### src/rtl/rtc_sec_sync.sv
module rtc_sec_sync #(
  parameter int DIV = 32768
) (
  input  logic        clk,
  input  logic        rst_n,
  input  logic        wr,
  input  logic [2:0]  addr,
  input  logic [31:0] wdata,
  output logic [31:0] rdata,
  output logic        irq
);
  localparam int DW = (DIV > 1) ? $clog2(DIV) : 1;
  localparam logic [DW-1:0] DMAX = DW'(DIV - 1);

  logic [31:0] time_q, alarm_q, pdata_q;
  logic [15:0] ctl_q, stat_q;
  logic [DW-1:0] div_q;
  logic [2:0] psel_q;
  logic pren_q, pend_q;

  wire tick = pren_q ? (div_q == DMAX) : 1'b1;
  wire commit = pend_q & tick;
  wire c_time = commit && psel_q == 3'd0;
  wire c_alm  = commit && psel_q == 3'd1;
  wire c_ctl  = commit && psel_q == 3'd2;
  wire c_pre  = commit && psel_q == 3'd4;
  wire held_addr = addr == 3'd0 || addr == 3'd1 || addr == 3'd2 || addr == 3'd4;
  wire accept = wr && held_addr && !pend_q;

  wire [5:0]  sec = time_q[5:0];
  wire [5:0]  mnt = time_q[11:6];
  wire [4:0]  hr  = time_q[16:12];
  wire [14:0] day = time_q[31:17];
  wire s_wrap = sec >= 6'd59;
  wire m_wrap = s_wrap && mnt >= 6'd59;
  wire h_wrap = m_wrap && hr >= 5'd23;

  logic [31:0] inc;
  assign inc = {h_wrap ? day + 15'd1 : day,
                m_wrap ? (h_wrap ? 5'd0 : hr + 5'd1) : hr,
                s_wrap ? (m_wrap ? 6'd0 : mnt + 6'd1) : mnt,
                s_wrap ? 6'd0 : sec + 6'd1};

  wire [31:0] nxt_time = c_time ? pdata_q : inc;

  logic [15:0] ev;
  always_comb begin
    ev = '0;
    if (tick) begin
      ev[1]  = nxt_time[16:0] == alarm_q[16:0];
      ev[2]  = 1'b1;
      ev[3]  = s_wrap && !c_time;
      ev[4]  = m_wrap && !c_time;
      ev[5]  = h_wrap && !c_time;
      ev[6]  = nxt_time == alarm_q;
      ev[15] = commit;
    end
  end

  wire [15:0] clr = (wr && addr == 3'd3) ? wdata[15:0] : 16'h0;
  wire [15:0] stat_view = stat_q | {1'b0, pend_q, 14'h0};

  always_ff @(posedge clk) begin
    if (!rst_n) begin
      time_q <= '0; alarm_q <= '0; ctl_q <= '0; stat_q <= '0;
      pdata_q <= '0; psel_q <= '0; pend_q <= 1'b0; pren_q <= 1'b0; div_q <= '0;
    end else begin
      div_q <= (!pren_q || tick) ? '0 : div_q + 1'b1;
      if (tick) time_q <= nxt_time;
      if (c_alm) alarm_q <= pdata_q;
      if (c_ctl) ctl_q <= pdata_q[15:0];
      if (c_pre) pren_q <= pdata_q[0];
      stat_q <= ((stat_q & ~clr) | ev) & 16'hBFFF;
      if (accept) begin
        pend_q <= 1'b1;
        psel_q <= addr;
        pdata_q <= wdata;
      end else if (tick) begin
        pend_q <= 1'b0;
      end
    end
  end

  always_comb begin
    case (addr)
      3'd0: rdata = time_q;
      3'd1: rdata = alarm_q;
      3'd2: rdata = {16'h0, ctl_q};
      3'd3: rdata = {16'h0, stat_view};
      3'd4: rdata = {31'h0, pren_q};
      default: rdata = '0;
    endcase
  end

  assign irq = |(stat_view & ctl_q);

  a_r1_time_only_on_tick: assert property (@(posedge clk) disable iff (!rst_n)
    !tick |=> $stable(time_q));
  a_r3_held_data_kept: assert property (@(posedge clk) disable iff (!rst_n)
    pend_q && !tick |=> $stable(pdata_q) && $stable(psel_q));
  a_r2_pend_drains: assert property (@(posedge clk) disable iff (!rst_n)
    pend_q && tick |=> !pend_q);
  a_r4_done_after_pend: assert property (@(posedge clk) disable iff (!rst_n)
    $rose(stat_q[15]) |-> $past(pend_q));
  a_r5_clear_now: assert property (@(posedge clk) disable iff (!rst_n)
    wr && addr == 3'd3 && wdata[3] && !tick |=> !stat_q[3]);
  a_r6_sw_reserved: assert property (@(posedge clk) disable iff (!rst_n)
    !stat_q[0]);
  a_r5_clear_no_hold: assert property (@(posedge clk) disable iff (!rst_n)
    wr && addr == 3'd3 && !pend_q |=> !pend_q);
endmodule

### config.mk
export PLATFORM = sky130hd
export DESIGN_NAME = rtc_sec_sync
export DESIGN_NICKNAME = d
export VERILOG_FILES = /design/src/rtl/rtc_sec_sync.sv
export SDC_FILE = /design/constraint.sdc
export NUM_CORES = 1
export LEC_CHECK = 0
export ABC_AREA = 0
export BUFFER_PORTS_ARGS = -buffer_cell sky130_fd_sc_hd__buf_2
export CAP_MARGIN = 25
export CORE_MARGIN = 1
export CORE_UTILIZATION = 45
export CTS_BUF_LIST = sky130_fd_sc_hd__clkbuf_4 sky130_fd_sc_hd__clkbuf_8
export DETAILED_ROUTE_END_ITERATION = 10
export PLACE_DENSITY = 0.65
export SKIP_CTS_REPAIR_TIMING = 1
export SLEW_MARGIN = 10
export SYNTH_ARGS = -nofsm -noshare
export SYNTH_HDL_FRONTEND = slang
export SYNTH_SLANG_ARGS = --single-unit
### constraint.sdc
create_clock -name clk -period 9.19 [get_ports clk]
set_input_delay 1.3785 -clock clk [delete_from_list [all_inputs] [get_ports clk]]
set_output_delay 1.3785 -clock clk [all_outputs]
set_load 0.005 [all_outputs]
### Word level (Yosys, flattened, before mapping)

Cells that the tools add are included.

| word-level totals | value |
|---|---|
| bits in registers | 148 |
| bits of input ports | 38 |

| cells by class | value |
|---|---|
| $add $sub $neg | 5 |
| magnitude comparators | 3 |
| equal/unequal tests | 10 |
| muxes and demuxes | 14 |
| bitwise logic cells | 7 |
| reductions and logical operators | 24 |

Operators by type and width:

| kind | number |
|---|---|
| 32-bit one-hot mux with 5 select lines | 1 |
| 16-bit bitwise AND | 2 |
| 32-bit equality test | 1 |
| 32-bit two-way mux | 1 |
| 15-bit by 1-bit adder with 15-bit output (second input constant) | 2 |
| 6-bit two-way mux | 4 |
| 17-bit equality test | 1 |
| 16-bit two-way mux | 1 |
| 16-bit NOT | 1 |
| 16-bit by 15-bit bitwise OR with 16-bit output | 1 |
| 16-bit bitwise OR | 1 |
| 16-bit OR reduction | 1 |
| 15-bit equality test (second input constant) | 1 |
| 15-bit two-way mux | 1 |
| 6-bit by 1-bit adder with 6-bit output (second input constant) | 2 |
| 6-bit >= comparator (second input constant) | 2 |
| 1-bit logical AND | 12 |
| 5-bit two-way mux | 2 |
| 3-bit by 2-bit equality test with 1-bit output (second input constant) | 3 |
| 3-bit by 1-bit equality test with 1-bit output (second input constant) | 2 |
| 3-bit equality test (second input constant) | 2 |
| 3-bit logical NOT | 2 |
| 5-bit by 1-bit adder with 5-bit output (second input constant) | 1 |
| 5-bit >= comparator (second input constant) | 1 |
| other kinds (7) | 15 |

### Depth between registers and ports, before layout

| depth | value |
|---|---|
| depth after elaboration | 9 |
| depth in mapped cells | 12 |
| mapped depth without buffers | 9 |

### Worst setup path before layout

OpenSTA, ideal clock, no wires.

| timing path | value |
|---|---|
| path kind | input-to-output |
| start | in addr[0] |
| end | out rdata[7] |
| arrival | 2.530 ns |
| setup slack | 5.281 ns |
| stages | 5 |
| path buffers | 2 |
| cells stage by stage | clkbuf_1 nor3b_1 clkbuf_1 a22oi_1 nand2_1 |

| on the way | value |
|---|---|
| longest elaborated chain between the ends | 2 |
| elaborated cells on any way between the ends | 6 |
| those cells by class | 4 x eq/ne; 1 x mux; 1 x reduce/logical |

Ends and longest elaborated chain:

| item | line | text |
|---|---|---|
| start, declared | 7 | `input logic [2:0] addr,` |
| 3-bit equality test (tied with other cells) | 85 | `case (addr)` |
| 32-bit one-hot mux with 5 select lines (*) | 85 |  |
| end, declared | 9 | `output logic [31:0] rdata,` |

Mark *: on every way between the ends. The rest lies on a longest branch, timed or not.

### Worst setup path after layout

| timing path | value |
|---|---|
| start | reg time_q[0] |
| end | reg stat_q[6] |

| on the way | value |
|---|---|
| longest elaborated chain between the ends | 9 |
| elaborated cells on any way between the ends | 14 |
| those cells by class | 1 x add/sub; 1 x order compare; 1 x eq/ne; 8 x mux; 1 x bitwise; 2 x reduce/logical |

Ends and longest elaborated chain:

| item | line | text |
|---|---|---|
| start, declared | 15 | `logic [31:0] time_q, alarm_q, pdata_q;` |
| start signal, assigned | 69 | `if (tick) time_q <= nxt_time;` |
| 6-bit >= comparator | 34 | `wire s_wrap = sec >= 6'd59;` |
| 1-bit logical AND | 35 | `wire m_wrap = s_wrap && mnt >= 6'd59;` |
| 1-bit logical AND | 36 | `wire h_wrap = m_wrap && hr >= 5'd23;` |
| 5-bit two-way mux (2 in series) | 40 | `m_wrap ? (h_wrap ? 5'd0 : hr + 5'd1) : hr,` |
| 32-bit two-way mux (*) | 44 | `wire [31:0] nxt_time = c_time ? pdata_q : inc;` |
| 32-bit equality test (*) | 55 | `ev[6] = nxt_time == alarm_q;` |
| 6-bit two-way mux (*) | 49 | `if (tick) begin` |
| 16-bit bitwise OR (*) | 73 | `stat_q <= ((stat_q & ~clr) \| ev) & 16'hBFFF;` |
| end signal, assigned | 73 |  |
| end, declared | 16 | `logic [15:0] ctl_q, stat_q;` |

Marks and branches as above.
A chain may end at the register's enable or synchronous reset.

==> out/qor_table.md <==
| Result | This run | Unit |
| --- | --- | --- |
| Sequential share of the synthesized area | 0.363 | - |
| Per-cell routed wire length | 19.1 | um |
| Worst setup path category | reg2reg | - |
| Die boundary height | 136 | um |
| Total of max-cap violations | 0 | - |
| Clock H-tree levels | 4 | - |
| Synth Flop Type | dfxtp_1 | - |
| Startpoint of the tightest hold check path | stat_q[10] | - |
| Final wirelength | 24600 | um |
| Seq cells post-synth | 147 | - |
| Final clock skew | 12.5 | ps |
| Vias | 7622 | - |
| Critical path endpoint category | flip-flop | - |
| Share of synthesized cell area in full adder, half adder and majority cells | 0.00896 | - |
| Cell with the largest stage delay on the worst path | o2111a_1 | - |
| Core Footprint | 0.0174 | sq mm |
| Post-synth EDFFs | 0 | - |
| Fillers | 1693 | - |
| Clock buffers created by TritonCTS | 17 | - |
| Finished layout cell area | 0.00898 | sq mm |
| CP Data Arrival Time | 4370 | ps |
| Post-detailed-route DRC marker count | 0 | - |
| Worst-case clock buffer depth | 2 | - |
| Die area | 0.0185 | sq mm |
| Category of cells accounting for the largest share of critical-path delay | simple AND/OR/NAND/NOR gates | - |
| Async set-reset flop share out of synthesis | 0 | - |
| Critical path fanouts, max | 17 | - |
| R2R Setup Slk | 5210 | ps |
| Drt first-iter violations | 770 | - |
| Antenna-violating nets left | 0 | - |
| Compound-cell area share of the yosys netlist | 0.255 | - |
| Antenna diode count | 0 | - |
| Final Hold Vio Count | 0 | - |
| Setup violations, final | 0 | - |
| Vias in the first global route | 6767 | - |
| First-pass GRT wire length | 38600 | um |
| Hold EP | stat_q[10] | - |
| Hold WS | 473 | ps |
| Number of nets in the layout | 1089 | - |
| Number of stages on the worst hold path | 2 | - |
| Row count | 48 | - |
| Cell area after technology mapping | 0.00810 | sq mm |
| DPL Wire Length | 16700 | um |
| Fraction of synthesized area in multiplexers | 0.0442 | - |
| Total congestion overflow after global routing | 0 | - |
| Buffers on Ports | 70 | - |
| Clock root buffer | clkbuf_8 | - |
| Worst reg2reg path endpoint | stat_q[6] | - |
| Maximum number of pins on one net before global-route repair | 74 | - |
| RePlAce Congestion | 0.879 | - |
| Worst Setup Start Kind | flip-flop | - |
| Largest family of logic cells by synthesized area | compound AO/OA/AOI/OAI gates | - |
| Clock input transition at the sequential cells of the worst setup and hold paths | 90 | ps |
| Worst skew pair latency | 470 | ps |
| Setup repair after global routing missed its margin | false | - |
| Period utilisation layout | 0.433 | - |
| Data required time of the worst path | 9580 | ps |
| Number of distinct standard cells referenced by the synthesized netlist | 67 | - |
| Worst hold-check path type | reg2reg | - |
| Cell count after synthesis | 1029 | - |
| Net count after synthesis | 1072 | - |
| Area after DPL | 0.00853 | sq mm |
| Average instance area after synthesis | 7.87 | sq um |
| Maximum clock frequency | 0.251 | GHz |
| Length of the first detailed-routing pass in iterations | 5 | - |
| Total routing resource utilization after global routing | 0.273 | - |
| P_leak | 3.35 | nW |
| Number of antenna violations at the first check in global routing | 0 | - |
| Number of top-level design ports | 71 | - |
| Avg Vias per Cell | 5.94 | - |
| Worst ir drop on vdd | 114 | uV |
| Worst Reg-to-Reg Cells | 9 | - |
| Aggregate negative setup slack | 0 | ps |
| Yosys synthesis warning count | 0 | - |
| Xor and xnor fraction of the mapped netlist area | 0.0476 | - |
| Final period demand of the worst path | 3980 | ps |
| Total power per unit cell area | 154 | mW/mm^2 |
| Outcome | finished, final reports clean | - |
| FF-to-FF Start | time_q[0] | - |
| Crit-path max cell delay | 680 | ps |
| Share of layout cells above drive strength 1 | 0.132 | - |
| Pins over their slew limit | 0 | - |
| Area fraction in and, or, nand and nor cells after synthesis | 0.233 | - |
| Clock tree from TritonCTS | yes | - |
| Area growth from synthesis to final layout | 10.9 | % |
| TritonCTS Sinks | 147 | - |
| Commonest cells after routing, fill and taps aside | nand2_1, dfxtp_1, a21boi_0 | - |
| Buffer and inverter count on the worst path | 0 | - |
| Worst-path cell chain | ha_1 > o2111a_1 > nand2_1 > or4_1 > a31oi_1 > xor2_1 > nor3_1 > nand4_1 > o31ai_2 | - |
| Starting density of the core | 0.465 | - |
| Die Width | 136 | um |
| Most common cell after layout, fill and taps aside | nand2_1 | - |
| Relative slew slack | 0.404 | - |
| Slew of the pin with the lowest slew margin | 893 | ps |
## stage by stage
| step | utilization | cells | power (mW) | setup slack [ps] |
|---|---|---|---|---|
| after detailed placement | 0.490 | 1251 | 0.813 | 4960 |
| final | 0.516 | 1284 | 1.38 | 5210 |
| after global routing | 0.516 | 1284 | 1.42 | 5090 |
| after floorplan | - | 1029 | 0.767 | 5280 |
| after global placement | 0.490 | 1251 | 0.812 | 5020 |
| after CTS | 0.515 | 1283 | 1.38 | 4960 |
## worst max path at each step
| stage | start | endpoint | slack (ps) | depth (start not counted) |
|---|---|---|---|---|
| after floorplan | addr[0] | rdata[7] | 5280 | 5 |
| after global placement | addr[1] | rdata[6] | 5020 | 5 |
| after detailed placement | addr[1] | rdata[13] | 4960 | 5 |
| after CTS | addr[1] | rdata[13] | 4960 | 5 |
| after global routing | time_q[0] | stat_q[6] | 5090 | 9 |
| final | time_q[0] | stat_q[6] | 5210 | 9 |
## Yosys cell counts, types with 3 or more instances
| library cell | n | area share |
|---|---|---|
| a22oi_1 | 38 | 0.035 |
| a22o_1 | 21 | 0.023 |
| nand2_1 | 215 | 0.10 |
| a32oi_1 | 4 | 0.0043 |
| nor3_1 | 9 | 0.0056 |
| o22ai_1 | 3 | 0.0023 |
| a31o_2 | 5 | 0.0054 |
| a21oi_1 | 40 | 0.025 |
| xor2_1 | 28 | 0.030 |
| ha_1 | 5 | 0.0077 |
| and2_1 | 10 | 0.0077 |
| and3_1 | 12 | 0.0093 |
| nor4_1 | 3 | 0.0023 |
| a21boi_0 | 71 | 0.066 |
| o21ai_0 | 30 | 0.019 |
| and4_1 | 3 | 0.0032 |
| nand4_1 | 19 | 0.015 |
| a221oi_1 | 4 | 0.0043 |
| a31oi_1 | 14 | 0.011 |
| clkbuf_1 | 80 | 0.037 |
| a21o_1 | 5 | 0.0046 |
| mux2i_1 | 29 | 0.036 |
| inv_1 | 14 | 0.0065 |
| o211a_1 | 4 | 0.0049 |
| a211oi_1 | 16 | 0.015 |
| o31ai_1 | 7 | 0.0065 |
| dfxtp_1 | 147 | 0.36 |
| or4_1 | 5 | 0.0046 |
| nor3b_1 | 5 | 0.0046 |
| o21a_1 | 4 | 0.0037 |
| nor2b_1 | 33 | 0.025 |
| xnor2_1 | 16 | 0.017 |
| nand3_1 | 23 | 0.014 |
| o2111ai_1 | 3 | 0.0032 |
| nor2_1 | 59 | 0.027 |
## sequential cells by signal (all words and copies together) (netlist names)
register / cells
div_q: 15
time_q: 32
pend_q: 1
ctl_q: 16
alarm_q: 32
stat_q: 15
psel_q: 3
pdata_q: 32
pren_q: 1
## logic make-up (layout without fill, tap and decap cells)
| logic type | count (synthesis) | count (layout) |
|---|---|---|
| simple gates | 410 | 410 |
| compound gates | 289 | 289 |
| flops | 147 | 147 |
| buf+inv | 100 | 130 |
| xor+xnor | 44 | 44 |
| mux | 33 | 33 |
| fa+ha+maj | 6 | 6 |
## layer usage
metal  part of all wire  GRT usage
met4              0.011     0.0574
met5                  0          0
met3              0.089     0.0630
met1               0.47      0.412
met2               0.43      0.387
## worst register-to-register path, delay by kind of cell (launching register included)
| family | cells | cell delay [ps] |
|---|---|---|
| XOR/XNOR | 1 | 110 |
| adder cells (fa/ha/maj) | 1 | 360 |
| flip-flops | 1 | 530 |
| AND/OR/NAND/NOR | 4 | 1760 |
| AO/OA/AOI/OAI | 3 | 1140 |
## where the power goes
group	leakage (nW)	internal (mW)	switching (mW)
clock	0.220	0.282	0.296
combinational	1.94	0.0500	0.0723
sequential	1.19	0.651	0.0271
## cell type report
cell class,instances,area [sq um],share of cell area
clock buffer,17,234,0.0260
clock inverter,15,215,0.0240
inverter,14,52.6,0.00585
multi-input combinational,782,4800,0.534
sequential,147,2940,0.328
tap,225,282,0.0313
timing repair buffer,84,458,0.0510
Power figures use the tool's default switching activity.
